File: config.mk
export PLATFORM = sky130hd
export DESIGN_NAME = ea_gen
export DESIGN_NICKNAME = d
export VERILOG_FILES = /design/src/rtl/ea_gen.sv
export SDC_FILE = /design/constraint.sdc
export NUM_CORES = 1
export LEC_CHECK = 0
export CAP_MARGIN = 0
export CORE_MARGIN = 2
export CORE_UTILIZATION = 40
export CTS_CLUSTER_SIZE = 24
export DETAILED_ROUTE_END_ITERATION = 7
export DONT_BUFFER_PORTS = 1
export GPL_TIMING_DRIVEN = 0
export SYNTH_ARGS = -nofsm -noshare
export SYNTH_HDL_FRONTEND = slang
export SYNTH_SLANG_ARGS = --single-unit
File: constraint.sdc
create_clock -name clk -period 13.6 [get_ports clk]
set_clock_uncertainty 0.2 [all_clocks]
set_input_delay 0.68 -clock clk [delete_from_list [all_inputs] [get_ports clk]]
set_output_delay 0.68 -clock clk [all_outputs]
set_load 0.02 [all_outputs]
File: src/rtl/ea_gen.sv
module ea_gen #(
  parameter int AW = 32,
  parameter int NREG = 8,
  parameter int SP_SEL = 4,
  localparam int SELW = $clog2(NREG)
) (
  input  logic                     clk,
  input  logic                     rst_n,
  input  logic                     req,
  input  logic [NREG-1:0][AW-1:0]  regs,
  input  logic                     base_en,
  input  logic [SELW-1:0]          base_sel,
  input  logic                     idx_en,
  input  logic [SELW-1:0]          idx_sel,
  input  logic [1:0]               scale_code,
  input  logic [AW-1:0]            disp,
  input  logic [1:0]               disp_size,
  output logic [AW-1:0]            ea,
  output logic                     ea_valid,
  output logic                     bad_index
);

  logic [AW-1:0] base_term, idx_term, disp_term, sum;
  logic          illegal;

  assign base_term = base_en ? regs[base_sel] : '0;
  assign idx_term  = idx_en ? (regs[idx_sel] << scale_code) : '0;
  assign illegal   = idx_en && (idx_sel == SELW'(SP_SEL));

  always_comb begin
    case (disp_size)
      2'd0:    disp_term = '0;
      2'd1:    disp_term = {{(AW-8){disp[7]}}, disp[7:0]};
      2'd2:    disp_term = {{(AW-16){disp[15]}}, disp[15:0]};
      default: disp_term = disp;
    endcase
  end

  assign sum = base_term + idx_term + disp_term;

  always_ff @(posedge clk) begin
    if (!rst_n) begin
      ea        <= '0;
      ea_valid  <= 1'b0;
      bad_index <= 1'b0;
    end else begin
      ea_valid  <= req && !illegal;
      bad_index <= req && illegal;
      if (req && !illegal) ea <= sum;
    end
  end

endmodule

==> impl_metrics.yaml <==
routing:
  drc: 0
  wl_per_cell_um: 25.9
  via_per_inst: 6.25
  ant_nets: 0
  dr.pass1.iters: 6
  vias: 7428
  drt_iter0_markers: 509
  totalWireLength_um: 30800
synth:
  yosysWarnings: 0
  ys_seq_elements: 34
  synth_cells: 905
  ys_seq_area_share_pct: 8.09
  synth.top_cells.by_area: "mux4_2 33%, dfxtp_1 8.1%, nand2_1 7.8%, fa_1 7.6%, mux2i_1 7.4%"
  syn_nets: 1270
  ys_types: 64
  synth.largest_area_cell: "mux4_2"
  synth.avg_cell_area_um2: 9.30
  ys.flop_type: "dfxtp_1"
  synth_edf_count: 0
  synthArstFlopShare_pct: 0
  syn_area_um2: 8420
  yosys.area.top_type_share_pct: 33.2
power_and_ir_drop:
  p_sw_share_pct: 45.5
  p_int_w: 0.000412
  p_leak_nw: 3.70
  combPwrFrac_pct: 63.5
  p_sw_w: 0.000344
  clock_power_share_pct: 14.9
  cellPowerDensity_nw_per_um2: 84.8
  vdd_drop_max_uv: 42.6
  power.share.sequential_pct: 21.5
worst_setup_path:
  cp_data_required_time_ps: 13600
  r2r_end: "ea[19]"
  r2r-start: "ea[19]"
  ff2ff_path_depth: 3
  critPathSlowestCell: "buf_1"
  r2r_slack_ps: 12310
  crit_fanout: 10
  cpPeakStageDelay_ps: 650
  crit_path_cell_trace: "buf_4, buf_4, buf_1, mux4_2, mux2i_1, nand2_1, nand2_1, or2_2, fa_1, inv_1, ha_1, fa_1, a211o_1, o211ai_1, nor2_1, o311ai_1, a21oi_1, nor3_1, a2111oi_2, a211oi_1"
  cp_top_family: "compound AO/OA/AOI/OAI gates"
  arrival_ps: 5980
  cp_num_buf_inv: 4
  crit_type: "in2reg"
  start_kind: "primary input"
  worstSetupEndpointType: "flop"
finish:
  area_delta_synth_final_pct: 5.84
  diodes: 0
  nets: 1277
  final_common_cell: "nand2_1"
  layout-drive-gt1-share_pct: 20.7
  final_core_util_pct: 42.8
  instances_no_fill: 1188
  design_area_um2: 8910
  layout_common_cells: "176 x nand2_1, 124 x mux4_2, 65 x a21oi_1"
grt:
  grt_pass1_vias: 7466
  grt.total_usage_pct: 27.3
  grt_max_degree: 11
  grt_first_pass_wirelength_um: 45300
  grt_overflow_total: 0
  antenna_found_initial: 2
timing:
  rsz0062_at_grt: "false"
  report.final.setup_viol: 0
  slew_headroom_pct: 29.2
  fin_setup_tns_ps: 0
  fmax_mhz: 167
  drv_slew: 0
  fin_crit_sh_pct: 44.0
  fin_crit_ps: 5980
  hold_viol: 0
  max_slew.worst_pin.slew_ps: 1060
worst_hold_path:
  worstHoldStart: "req"
  hold_depth: 1
  hold_path_end: "bad_index"
  hp-class: "in2reg"
run:
  maxCapViolations: 0
place:
  numPortBuffers: 0
  dpl_cell_area_um2: 8760
  dpl.hpwl_um: 26800
  gp_congestion: 0.916
  place_inst: 1180
clock_tree:
  clk_pin_slew_ps: 50
  h-tree-depth: 2
  postCtsResizedCells: 0
  ctsRootBufferMaster: "clkbuf_16"
  cts_tree: "yes"
  cts_made_buffers: 5
  hold_buffers: 0
  postCtsSetupBuffers: 0
  clkLatencyLatePin_ps: 280
  clock_path_buffers: 2
  clock_sink_count: 34
floorplan:
  die_h_um: 149
  ioPinCount: 337
  die_area_um2: 22200
  core_um2: 20800
  initial_utilization_pct: 40.4
  die_w_um: 149
  rows: 53
outcome:
  outcome: "completed"
-- stage by stage --
| step | power (W) | hold slack, ps | setup WS (ps) |
|---|---|---|---|
| floorplan | 0.000538 | 330 | 8380 |
| global placement | 0.000640 | 352 | 7250 |
| detailed placement | 0.000641 | 356 | 7260 |
| CTS | 0.000759 | 350 | 7550 |
| global route | 0.000829 | 350 | 7190 |
| finish | 0.000755 | 356 | 7620 |
-- registers in the layout (all words and copies together) (netlist names) --
name,count
ea_valid,1
bad_index,1
ea,32
-- worst register-to-register path: cells and delay by family, from the launching register on --
kind	cells	cell delay (ps)
flip-flops	1	380
AO/OA/AOI/OAI	2	410
AND/OR/NAND/NOR	1	180
-- layer usage --
layer	vias to the layer above	share of wire, %	global-route usage, %
met2	411	49	46.4
met1	3550	38	33.5
met3	70	9.6	7.19
li1	3395	-	-
met5	-	0.033	0
met4	2	4.0	10.1
-- logic make-up (layout without fill, tap and decap cells) --
group,after synthesis,in the layout,share of synthesized area [%]
AND/OR/NAND/NOR,283,283,14.9
flip-flops,34,34,8.09
buffers and inverters,132,140,6.27
XOR/XNOR,20,20,2.08
multiplexers,221,221,45.4
adder cells (fa/ha/maj),62,62,12.1
AO/OA/AOI/OAI,153,153,11.2
-- power groups by stage --
stage / registers [W] / logic, W / clock network [W]
finish: 0.000163 / 0.000480 / 0.000113
global route: 0.000167 / 0.000540 / 0.000121
CTS: 0.000164 / 0.000479 / 0.000116
detailed placement: 0.000166 / 0.000475 / 0
global placement: 0.000165 / 0.000474 / 0
floorplan: 0.000159 / 0.000380 / 0
-- Yosys cell counts (12+ instances only) --
library cell and count:
nand2_1 176, mux4_2 124, a21oi_1 65, mux2i_1 62, inv_1 61, clkbuf_1 38
dfxtp_1 34, mux2_2 34, fa_1 32, ha_1 30, o21ai_0 30, nor2_1 27
buf_1 17, nand3_1 17, xnor2_1 14, nor2b_1 12
-- worst max path at each step --
| stage | from | to | slack (ps) | cells past startpoint |
|---|---|---|---|---|
| finish | idx_sel[1] | ea[31] | 7620 | 20 |
| detailed placement | idx_sel[1] | ea[31] | 7260 | 20 |
| global route | idx_sel[1] | ea[31] | 7190 | 21 |
| global placement | idx_sel[1] | ea[31] | 7250 | 20 |
| CTS | idx_sel[1] | ea[31] | 7550 | 20 |
| floorplan | idx_sel[1] | ea[31] | 8380 | 20 |
-- cell type report --
type / count / area, µm²
Buffer: 70 / 295
Clock buffer: 7 / 143
Clock inverter: 1 / 5.00
Fill cell: 2104 / 11900
Inverter: 62 / 233
Multi-Input combinational cell: 739 / 7210
Sequential cell: 34 / 681
Tap cell: 275 / 344
Note: power is estimated with default switching activity, not from simulation.
